File: src/rtl/slm_pkg.sv
package slm_pkg;
  typedef enum logic [2:0] {
    SQ_IDLE  = 3'd0,
    SQ_ISSUE = 3'd1,
    SQ_WAIT  = 3'd2,
    SQ_GAP   = 3'd3,
    SQ_DGO   = 3'd4,
    SQ_DWAIT = 3'd5
  } sq_state_e;
endpackage

File: src/rtl/slm_vec_store.sv
module slm_vec_store #(
  parameter int DATA_W = 16,
  parameter int DEPTH  = 16,
  localparam int ADDR_W = $clog2(DEPTH),
  localparam int LVL_W  = ADDR_W + 1
) (
  input  logic              clk,
  input  logic              rst_n,
  input  logic              wr_en,
  input  logic [DATA_W-1:0] wr_data,
  input  logic              clr,
  input  logic              rd_rst,
  input  logic              rd_adv,
  output logic [DATA_W-1:0] rd_data,
  output logic [LVL_W-1:0]  level,
  output logic              level_nz
);
  logic [DATA_W-1:0] mem [DEPTH];
  logic [LVL_W-1:0]  level_q, level_d;
  logic [ADDR_W-1:0] rd_q, rd_d;
  logic              do_wr;
  logic [LVL_W-1:0]  rd_inc;

  assign do_wr  = wr_en && !clr && (level_q != LVL_W'(DEPTH));
  assign rd_inc = LVL_W'(rd_q) + LVL_W'(1);

  always_comb begin
    level_d = level_q;
    if (clr)        level_d = '0;
    else if (do_wr) level_d = level_q + LVL_W'(1);
  end

  always_comb begin
    rd_d = rd_q;
    if (rd_rst)      rd_d = '0;
    else if (rd_adv) rd_d = (rd_inc >= level_q) ? '0 : rd_inc[ADDR_W-1:0];
  end

  always_ff @(posedge clk) begin
    if (do_wr) mem[level_q[ADDR_W-1:0]] <= wr_data;
  end

  always_ff @(posedge clk or negedge rst_n) begin
    if (!rst_n) begin
      level_q <= '0;
      rd_q    <= '0;
    end else begin
      level_q <= level_d;
      rd_q    <= rd_d;
    end
  end

  assign rd_data  = mem[rd_q];
  assign level    = level_q;
  assign level_nz = (level_q != '0);
endmodule

File: src/rtl/slm_avg_div.sv
module slm_avg_div #(
  parameter int NUM_W = 40,
  parameter int DEN_W = 16,
  parameter int OUT_W = 24,
  localparam int STEP_W = $clog2(NUM_W + 1)
) (
  input  logic             clk,
  input  logic             rst_n,
  input  logic             go,
  input  logic [NUM_W-1:0] num,
  input  logic [DEN_W-1:0] den,
  output logic [OUT_W-1:0] quot,
  output logic             fin
);
  logic [DEN_W:0]    rem_q, rem_d;
  logic [NUM_W-1:0]  q_q, q_d;
  logic [STEP_W-1:0] step_q, step_d;
  logic              run_q, run_d;
  logic              fin_q, fin_d;
  logic [DEN_W:0]    rem_sh;
  logic              take;

  assign rem_sh = {rem_q[DEN_W-1:0], q_q[NUM_W-1]};
  assign take   = (rem_sh >= {1'b0, den});

  always_comb begin
    rem_d  = rem_q;
    q_d    = q_q;
    step_d = step_q;
    run_d  = run_q;
    fin_d  = 1'b0;
    if (go) begin
      rem_d  = '0;
      q_d    = num;
      step_d = STEP_W'(NUM_W);
      run_d  = 1'b1;
    end else if (run_q) begin
      rem_d  = take ? (rem_sh - {1'b0, den}) : rem_sh;
      q_d    = {q_q[NUM_W-2:0], take};
      step_d = step_q - STEP_W'(1);
      if (step_q == STEP_W'(1)) begin
        run_d = 1'b0;
        fin_d = 1'b1;
      end
    end
  end

  always_ff @(posedge clk or negedge rst_n) begin
    if (!rst_n) begin
      rem_q  <= '0;
      q_q    <= '0;
      step_q <= '0;
      run_q  <= 1'b0;
      fin_q  <= 1'b0;
    end else begin
      rem_q  <= rem_d;
      q_q    <= q_d;
      step_q <= step_d;
      run_q  <= run_d;
      fin_q  <= fin_d;
    end
  end

  assign quot = q_q[OUT_W-1:0];
  assign fin  = fin_q;
endmodule

File: src/rtl/slm_sequencer.sv
module slm_sequencer
  import slm_pkg::*;
#(
  parameter int RATE_W = 8,
  parameter int CNT_W  = 16,
  parameter int LAT_W  = 24,
  parameter int ACC_W  = 40
) (
  input  logic              clk,
  input  logic              rst_n,
  input  logic              start,
  input  logic [RATE_W-1:0] rate_idle,
  input  logic [CNT_W-1:0]  run_len,
  input  logic [LAT_W-1:0]  tmo_cycles,
  input  logic              level_nz,
  input  logic              resp_valid,
  input  logic              div_fin,
  input  logic [LAT_W-1:0]  div_quot,
  output logic              issue,
  output logic              rd_rst,
  output logic              rd_adv,
  output logic              div_go,
  output logic              busy,
  output logic              done,
  output logic              timeout,
  output logic [CNT_W-1:0]  req_count,
  output logic [ACC_W-1:0]  lat_total,
  output logic [LAT_W-1:0]  avg_lat
);
  sq_state_e         st_q, st_d;
  logic [RATE_W-1:0] rate_q, rate_d, gap_q, gap_d;
  logic [CNT_W-1:0]  len_q, len_d, cnt_q, cnt_d;
  logic [LAT_W-1:0]  tmo_q, tmo_d, lat_q, lat_d, avg_q, avg_d;
  logic [ACC_W-1:0]  tot_q, tot_d;
  logic              done_q, done_d, tmo_f_q, tmo_f_d;
  logic [CNT_W-1:0]  cnt_inc;
  logic              go_ok;

  assign go_ok   = start && level_nz && (run_len != '0);
  assign cnt_inc = cnt_q + CNT_W'(1);

  always_comb begin
    st_d    = st_q;
    rate_d  = rate_q;
    gap_d   = gap_q;
    len_d   = len_q;
    cnt_d   = cnt_q;
    tmo_d   = tmo_q;
    lat_d   = lat_q;
    avg_d   = avg_q;
    tot_d   = tot_q;
    done_d  = done_q;
    tmo_f_d = tmo_f_q;
    rd_rst  = 1'b0;
    rd_adv  = 1'b0;
    div_go  = 1'b0;
    unique case (st_q)
      SQ_IDLE: begin
        if (go_ok) begin
          st_d    = SQ_ISSUE;
          rate_d  = rate_idle;
          len_d   = run_len;
          tmo_d   = tmo_cycles;
          cnt_d   = '0;
          tot_d   = '0;
          avg_d   = '0;
          done_d  = 1'b0;
          tmo_f_d = 1'b0;
          rd_rst  = 1'b1;
        end
      end
      SQ_ISSUE: begin
        lat_d  = LAT_W'(1);
        rd_adv = 1'b1;
        st_d   = SQ_WAIT;
      end
      SQ_WAIT: begin
        if (resp_valid) begin
          tot_d = tot_q + ACC_W'(lat_q);
          cnt_d = cnt_inc;
          if (cnt_inc == len_q) begin
            st_d = SQ_DGO;
          end else if (rate_q == '0) begin
            st_d = SQ_ISSUE;
          end else begin
            gap_d = RATE_W'(1);
            st_d  = SQ_GAP;
          end
        end else if (lat_q >= tmo_q) begin
          tmo_f_d = 1'b1;
          st_d    = SQ_IDLE;
        end else begin
          lat_d = lat_q + LAT_W'(1);
        end
      end
      SQ_GAP: begin
        if (gap_q == rate_q) st_d = SQ_ISSUE;
        else                 gap_d = gap_q + RATE_W'(1);
      end
      SQ_DGO: begin
        div_go = 1'b1;
        st_d   = SQ_DWAIT;
      end
      SQ_DWAIT: begin
        if (div_fin) begin
          avg_d  = div_quot;
          done_d = 1'b1;
          st_d   = SQ_IDLE;
        end
      end
      default: st_d = SQ_IDLE;
    endcase
  end

  always_ff @(posedge clk or negedge rst_n) begin
    if (!rst_n) begin
      st_q    <= SQ_IDLE;
      rate_q  <= '0;
      gap_q   <= '0;
      len_q   <= '0;
      cnt_q   <= '0;
      tmo_q   <= '0;
      lat_q   <= '0;
      avg_q   <= '0;
      tot_q   <= '0;
      done_q  <= 1'b0;
      tmo_f_q <= 1'b0;
    end else begin
      st_q    <= st_d;
      rate_q  <= rate_d;
      gap_q   <= gap_d;
      len_q   <= len_d;
      cnt_q   <= cnt_d;
      tmo_q   <= tmo_d;
      lat_q   <= lat_d;
      avg_q   <= avg_d;
      tot_q   <= tot_d;
      done_q  <= done_d;
      tmo_f_q <= tmo_f_d;
    end
  end

  assign issue     = (st_q == SQ_ISSUE);
  assign busy      = (st_q != SQ_IDLE);
  assign done      = done_q;
  assign timeout   = tmo_f_q;
  assign req_count = cnt_q;
  assign lat_total = tot_q;
  assign avg_lat   = avg_q;
endmodule

File: src/rtl/stim_lat_mon.sv
module stim_lat_mon #(
  parameter int DATA_W = 16,
  parameter int DEPTH  = 16,
  parameter int RATE_W = 8,
  parameter int CNT_W  = 16,
  parameter int LAT_W  = 24,
  parameter int ACC_W  = 40,
  localparam int LVL_W = $clog2(DEPTH) + 1
) (
  input  logic              clk,
  input  logic              rst_n,
  input  logic              ld_valid,
  input  logic [DATA_W-1:0] ld_data,
  input  logic              ld_clr,
  input  logic [RATE_W-1:0] rate_idle,
  input  logic [CNT_W-1:0]  run_len,
  input  logic [LAT_W-1:0]  tmo_cycles,
  input  logic              start,
  output logic              stim_valid,
  output logic [DATA_W-1:0] stim_data,
  input  logic              resp_valid,
  output logic              busy,
  output logic              done,
  output logic              timeout,
  output logic [LVL_W-1:0]  fifo_level,
  output logic [CNT_W-1:0]  req_count,
  output logic [ACC_W-1:0]  lat_total,
  output logic [LAT_W-1:0]  avg_lat
);
  logic             rst_s1, rst_s2;
  logic             level_nz, rd_rst, rd_adv;
  logic             div_go, div_fin, busy_w;
  logic [LAT_W-1:0] div_quot;

  always_ff @(posedge clk or negedge rst_n) begin
    if (!rst_n) begin
      rst_s1 <= 1'b0;
      rst_s2 <= 1'b0;
    end else begin
      rst_s1 <= 1'b1;
      rst_s2 <= rst_s1;
    end
  end

  slm_vec_store #(.DATA_W(DATA_W), .DEPTH(DEPTH)) u_store (
    .clk      (clk),
    .rst_n    (rst_s2),
    .wr_en    (ld_valid && !busy_w),
    .wr_data  (ld_data),
    .clr      (ld_clr && !busy_w),
    .rd_rst   (rd_rst),
    .rd_adv   (rd_adv),
    .rd_data  (stim_data),
    .level    (fifo_level),
    .level_nz (level_nz)
  );

  slm_sequencer #(.RATE_W(RATE_W), .CNT_W(CNT_W), .LAT_W(LAT_W), .ACC_W(ACC_W)) u_seq (
    .clk        (clk),
    .rst_n      (rst_s2),
    .start      (start),
    .rate_idle  (rate_idle),
    .run_len    (run_len),
    .tmo_cycles (tmo_cycles),
    .level_nz   (level_nz),
    .resp_valid (resp_valid),
    .div_fin    (div_fin),
    .div_quot   (div_quot),
    .issue      (stim_valid),
    .rd_rst     (rd_rst),
    .rd_adv     (rd_adv),
    .div_go     (div_go),
    .busy       (busy_w),
    .done       (done),
    .timeout    (timeout),
    .req_count  (req_count),
    .lat_total  (lat_total),
    .avg_lat    (avg_lat)
  );

  slm_avg_div #(.NUM_W(ACC_W), .DEN_W(CNT_W), .OUT_W(LAT_W)) u_div (
    .clk   (clk),
    .rst_n (rst_s2),
    .go    (div_go),
    .num   (lat_total),
    .den   (req_count),
    .quot  (div_quot),
    .fin   (div_fin)
  );

  assign busy = busy_w;
endmodule

File: config.mk
export PLATFORM = sky130hd
export DESIGN_NAME = stim_lat_mon
export DESIGN_NICKNAME = d
export VERILOG_FILES = /design/src/rtl/slm_pkg.sv /design/src/rtl/slm_vec_store.sv /design/src/rtl/slm_avg_div.sv /design/src/rtl/slm_sequencer.sv /design/src/rtl/stim_lat_mon.sv
export SDC_FILE = /design/constraint.sdc
export NUM_CORES = 1
export LEC_CHECK = 0
export BUFFER_PORTS_ARGS = -buffer_cell sky130_fd_sc_hd__buf_2
export CORE_ASPECT_RATIO = 0.6
export CORE_MARGIN = 8
export CORE_UTILIZATION = 55
export DETAILED_ROUTE_END_ITERATION = 16
export PLACE_DENSITY = 0.81
export SLEW_MARGIN = 15
export SYNTH_ARGS = -nofsm -noshare
export SYNTH_HDL_FRONTEND = slang
export SYNTH_HIERARCHICAL = 1
export SYNTH_SLANG_ARGS = --single-unit
File: constraint.sdc
create_clock -name clk -period 16.9 [get_ports clk]
set_input_delay 0 -clock clk [delete_from_list [all_inputs] [get_ports clk]]
set_output_delay 0 -clock clk [all_outputs]
set_load 0.01 [all_outputs]
==> results.yml, run 1 <==
status:
  status: "completed"
cts:
  root_buffer: "clkbuf_16"
  clock_latency_ns: 0.57
  cts_tree: "built"
  cts_setup_buffers: 0
  cts.sinks: 496
  path_clk_slew_ns: 0.07
  cts_resized: 0
  cts_buffer_depth: 3
  cts_max_level: 2
  numCtsBuffers: 46
  hold_buffers: 68
finish:
  fin_cells: 2845
  syn_to_final_growth_pct: 14.71
  nNetsFinal: 2378
  drive_above_1_share_pct: 16.87
  multiInputGateArea_um2: 9595
  layout.area.seq_um2: 13700
  fillers: 3175
yosys:
  syn_area_per_cell_um2: 11.92
  ys.flop_type: "edfxtp_1"
  syn-instance-count: 2036
  synth_nets: 2187
  ys_seq_area_share_pct: 56.44
  synth_edf_count: 256
  ys_types: 87
  synth_seq_cells: 496
  syn_area_um2: 24260
  async_reset_ff_share_pct: 48.39
  yosys_warnings: 6
sta:
  worst_slew_pin_slew_ns: 1.166
  min_period_over_period_pct: 21.91
  drv_slew: 0
  setup_tns_ns: 0
  rsz0062_at_grt: "no"
  fin_crit_ns: 3.703
  finalSetupViolCount: 0
  fmax_ghz: 0.2701
  hold_violations: 0
  clock-skew-final_ns: 0.02565
  slew_headroom_pct: 22.20
min_path:
  worst_hold_path_type: "input pin to flop"
floorplan:
  rows: 59
  die_x_um: 287.2
  dieHeight_um: 178.7
  io_pins: 175
  coreArea_um2: 43410
  die_area_um2: 51310
  start_util_pct: 55.89
power_and_ir_drop:
  vdd_ir_drop_max_mv: 0.08035
  power.share.sequential_pct: 39.9
  power_leakage_nw: 11.22
  p_clk_share_pct: 30.7
  p_per_area_nw_per_um2: 137.8
  p_sw_mw: 1.284
  switching_share_pct: 33.49
  power.total_mw: 3.834
  comb_power_share_pct: 29.4
  power.internal_mw: 2.550
setup_path:
  required_ns: 16.90
  endpoint_kind: "primary output"
  crit_buf_inv: 2
  max_stage_delay_ns: 0.97
  worstPathCellList: "buf_4 -> mux2i_1 -> a221oi_2 -> a22oi_1 -> nand2_1 -> buf_2"
  cpLargestDelayFamily: "buffers and inverters"
  critical_path_class: "flop to primary output"
  worstSetupStartpointType: "flop"
  cp_slowest_cell: "buf_4"
  cp_max_fo: 62
  arrival_ns: 3.70
placed_design:
  port_buffers: 174
  routabilityCongestion: 0.9459
  dp_hpwl_mm: 43.82
  placed_cells: 2689
routing:
  wire_per_inst_um: 23.42
  detail-route-antenna-nets: 0
  drc: 0
  vias_per_cell: 6.196
  vias: 17629
  drt_iter0_drc: 2053
  routed_wirelength_mm: 66.64
  firstDrtPassIters: 6
grt:
  antenna_found_initial: 1
  overflow: 0
  grt_pass1_wl_mm: 102.3
  grt_start_max_net_pins: 159
  grt_pass1_vias: 17339
  grt_use_total_pct: 25.44
job:
  maxCapViolations: 0
-- power by group through the flow --
stage               logic (mW)  clock network, mW  registers (mW)
floorplan                0.827                  0            1.50
CTS                       1.11               1.19            1.53
global placement          1.04                  0            1.54
finish                    1.13               1.18            1.53
global route              1.22               1.24            1.55
detailed placement        1.08                  0            1.55
-- per-stage QoR --
| stage | util [%] | area, um2 | setup WS [ns] | hold slack, ns |
|---|---|---|---|---|
| 6_report | 64.12 | 27830 | 13.20 | 0.07653 |
| 2_1_floorplan | - | 24260 | 9.716 | -0.2956 |
| 5_1_grt | 64.11 | 27830 | 12.95 | 0.1038 |
| 3_3_place_gp | 58.50 | 25390 | 13.42 | -0.2147 |
| 3_5_place_dp | 58.50 | 25390 | 13.38 | -0.2130 |
| 4_1_cts | 64.05 | 27800 | 13.18 | 0.01282 |
-- worst paths after layout --
check	startpoint	end	slack, ns	cells after the start
worst max-delay path	u_store/rd_q[0]	stim_data[15]	13.20	6
max in group asynchronous	rst_s2	u_div/run_q	15.46	1
worst min register to register	rst_s2	u_seq/tmo_q[9]	0.22	0
worst min-delay path	start	u_seq/st_q[0]	0.08	5
worst max register to register	u_seq/lat_q[9]	u_seq/lat_q[8]	13.27	9
min in group asynchronous	rst_s2	u_seq/tmo_q[9]	0.22	0
-- synth_stat cells, types with 6 or more instances --
master	count	area (um2)
a211oi_1	19	142.6
mux4_2	32	720.7
inv_1	72	270.3
edfxtp_1	256	7687
mux2i_1	121	1211
o31ai_1	17	127.6
xor2_1	30	262.8
o21ai_0	154	770.7
buf_2	11	55.05
a221oi_2	33	495.5
or4_1	11	82.58
nand2_1	265	994.7
nand3_1	45	225.2
clkbuf_1	61	229.0
buf_1	7	26.28
ha_1	79	988.5
xnor2_1	51	446.7
nor2_1	110	412.9
or3_1	11	68.82
a22o_1	25	219.0
nand2b_1	15	93.84
buf_6	10	112.6
a21oi_1	67	335.3
a22oi_1	16	120.1
nand4_1	17	106.4
buf_4	34	255.2
o21a_1	6	45.04
nor4_1	11	68.82
and3_1	16	100.1
nor2b_1	15	93.84
nor3_1	22	110.1
a21o_1	30	225.2
dfrtp_1	240	6006
-- metal layers --
metal  wire [um]  track usage (%)
met1       29590            37.83
met2       28350            37.26
met3        6426            5.114
met4        2278            8.279
met5           0                0
-- logic make-up after synthesis --
| kind of cell | Yosys count | synth area share (%) |
|---|---|---|
| flops | 496 | 56.44 |
| compound gates | 444 | 12.98 |
| other cells | 1 | 0.01546 |
| fa+ha+maj | 81 | 4.239 |
| mux | 158 | 8.225 |
| xor+xnor | 83 | 3.110 |
| buf+inv | 201 | 4.172 |
| simple gates | 572 | 10.82 |
-- sequential cells by signal (all words and copies together), names as in the netlist, 3 cells and up --
name and cells:
u_store/mem 256, u_div/q_q 40, u_seq/lat_total 40, u_seq/avg_lat 24
u_seq/lat_q 24, u_seq/tmo_q 24, u_div/rem_q 16, u_seq/len_q 16
u_seq/req_count 16, u_seq/gap_q 8, u_seq/rate_q 8, u_div/step_q 6
u_store/level 5, u_store/rd_q 4, u_seq/st_q 3
-- cell type report --
type                            instances  share of cell area, %
Antenna cell                            1               0.008992
Tap cell                              579                  2.603
Timing Repair Buffer                  271                  6.474
Sequential cell                       496                  49.24
Multi-Input combinational cell       1339                  34.48
Inverter                               73                 0.9846
Clock buffer                           65                  4.757
Clock inverter                         21                  1.452
-- placed cells by master (no fill, tap or decap), types with 14 or more instances in the layout --
cell type,instances
a211oi_1,19
a21o_1,30
a21oi_1,66
a221oi_2,33
a22o_1,25
a22oi_1,16
and3_1,16
buf_2,174
buf_4,27
clkbuf_16,47
dfrtp_1,237
dlygate4sd3_1,68
edfxtp_1,256
ha_1,79
inv_1,71
mux2i_1,121
mux4_2,32
nand2_1,264
nand2b_1,15
nand3_1,45
nand4_1,17
nor2_1,108
nor2b_1,14
nor3_1,19
o21ai_0,154
o31ai_1,17
xnor2_1,51
xor2_1,30
-- worst min-delay path, delay by kind of cell --
| family | cells | cell delay (ns) |
|---|---|---|
| AND/OR/NAND/NOR | 2 | 0.31 |
| buffers and inverters | 1 | 0.11 |
| AO/OA/AOI/OAI | 2 | 0.19 |
No activity file was read; power rests on OpenSTA's default activity.
==> inputs of run 2 (changes only) <==
--- a/config.mk
+++ b/config.mk
@@ -10,7 +10,7 @@
 export CORE_MARGIN = 8
 export CORE_UTILIZATION = 55
 export DETAILED_ROUTE_END_ITERATION = 16
-export PLACE_DENSITY = 0.81
+export PLACE_DENSITY = 0.84
 export SLEW_MARGIN = 15
 export SYNTH_ARGS = -nofsm -noshare
 export SYNTH_HDL_FRONTEND = slang
==> constraint.sdc (replaced) <==
create_clock -name clk -period 3 [get_ports clk]
set_input_delay 0 -clock clk [delete_from_list [all_inputs] [get_ports clk]]
set_output_delay 0 -clock clk [all_outputs]
set_load 0.01 [all_outputs]
==> results.yml, run 2 (synthesized netlist as in run 1, its figures left out) <==
status:
  status: "finished, violations left"
  violations: "negative setup slack"
sta:
  finalSetupViolCount: 12
  hold_violations: 0
  fmax_ghz: 0.3242
  setup_ws_ns: -0.08459
  rsz0062_at_grt: "yes"
  min_period_over_period_pct: 102.8
  worst_slew_pin_slew_ns: 0.8281
  clock-skew-final_ns: 0.02815
  fin_crit_ns: 3.085
  drv_slew: 0
  slew_headroom_pct: 44.66
  setup_tns_ns: -0.6156
setup_path:
  worstPathCellList: "inv_2 -> ha_4 -> a21o_1 -> a21o_1 -> a211o_1 -> a221oi_2 -> o221ai_2 -> o41a_1 -> buf_6 -> or4_1 -> a21oi_1"
  cp_slowest_cell: "or4_1"
  cp_max_fo: 5
  max_stage_delay_ns: 0.50
  worstSetupStartpointType: "flop"
  cpLargestDelayFamily: "compound AO/OA/AOI/OAI gates"
  arrival_ns: 3.59
  critical_path_class: "flop to flop"
  cp_common_cell: "a21o_1"
  endpoint_kind: "flop"
  crit_buf_inv: 2
  required_ns: 3.51
floorplan:
  die_x_um: 287.2
  rows: 59
  coreArea_um2: 43410
  start_util_pct: 55.89
  io_pins: 175
  dieHeight_um: 178.7
  die_area_um2: 51310
routing:
  detail-route-antenna-nets: 0
  firstDrtPassIters: 6
  routed_wirelength_mm: 70.01
  drt_iter0_drc: 2223
  wire_per_inst_um: 23.85
  drc: 0
  vias_per_cell: 6.273
  vias: 18410
cts:
  cts_buffer_depth: 3
  root_buffer: "clkbuf_16"
  cts_max_level: 2
  cts.sinks: 496
  clock_latency_ns: 0.59
  cts_tree: "built"
  numCtsBuffers: 46
  path_clk_slew_ns: 0.07
grt:
  grt_pass1_wl_mm: 105.3
  grt_pass1_vias: 18157
  grt_use_total_pct: 26.24
  antenna_found_initial: 1
  grt_start_max_net_pins: 97
  overflow: 0
finish:
  mostFrequentLayoutCell: "nand2_1"
  largest_register_ffs: 256
  utilization_pct: 66.27
  diodes: 0
  syn_to_final_growth_pct: 18.56
  drive_above_1_share_pct: 21.52
  postLayoutCellArea_um2: 28770
  fin_cells: 2935
  nNetsFinal: 2469
  layout_common_cells: "nand2_1 (263), edfxtp_1 (256), dfrtp_1 (233), buf_2 (175), o21ai_0 (150)"
placed_design:
  dp_hpwl_mm: 46.20
  routabilityCongestion: 0.9676
  dpl_cell_area_um2: 26270
  port_buffers: 174
  placed_cells: 2771
power_and_ir_drop:
  power_leakage_nw: 11.68
  vdd_ir_drop_max_mv: 0.5192
  power.total_mw: 21.59
  p_per_area_nw_per_um2: 750.6
min_path:
  worst_hold_path_type: "input pin to flop"
job:
  maxCapViolations: 0
[run 2: worst min-delay path: cells and delay by family]
family,cells,cell delay [ns]
buffers and inverters,1,0.10
and+or+nand+nor,1,0.19
AOI/OAI and AO/OA,2,0.38
[run 2: where the power goes]
group,total (mW),switching (mW),internal [mW]
Sequential,8.49,0.639,7.85
Combinational,7.23,4.32,2.91
Clock,5.87,2.66,3.21
Total,21.6,7.62,14.0
[run 2: layer usage]
metal | GRT usage, % | share of wire, % | up-vias
met4 | 10.01 | 4.1 | 4
met5 | 1.537 | 0.18 | -
met1 | 37.54 | 42 | 9046
met3 | 5.949 | 11 | 201
met2 | 38.86 | 43 | 1093
li1 | - | - | 8066
[run 2: cell type report]
type,count,area [um2]
Fill cell,3007,14640
Clock inverter,26,257.7
Tap cell,579,724.4
Sequential cell,496,13710
Timing Repair Buffer,361,2743
Inverter,73,274.0
Multi-Input combinational cell,1340,9823
Clock buffer,60,1234
[run 2: worst paths after layout]
kind / startpoint / to / slack (ns) / depth (start not counted)
worst min register to register: rst_s2 / u_seq/lat_total[0] / 0.36 / 0
max in group asynchronous: rst_s2 / u_seq/done / 1.83 / 1
worst max-delay path: u_seq/tmo_q[9] / u_seq/lat_q[4] / -0.08 / 11
worst max register to register: u_seq/tmo_q[9] / u_seq/lat_q[4] / -0.08 / 11
worst min-delay path: ld_valid / u_store/level[2] / 0.14 / 4
min in group asynchronous: rst_n / rst_s2 / 0.26 / 3
[run 2: stage by stage]
stage               setup slack (ns)  hold WS, ns
CTS                          -0.1297       0.1086
global route                 -0.1515       0.1497
finish                      -0.08459       0.1356
detailed placement           -0.1027      -0.2132
floorplan                    0.02195      -0.2956
global placement            -0.02579      -0.2148
[run 2: what timing repair did]
item / CTS / global route
pin swaps: 24 / 16
cloned: 2 / 1
buffers inserted: 2 / 4
endpoints found under the hold margin: 312 / 0
resized for setup: 13 / 46
hold buffers: 69 / 0
setup endpoints to repair: 15 / 38
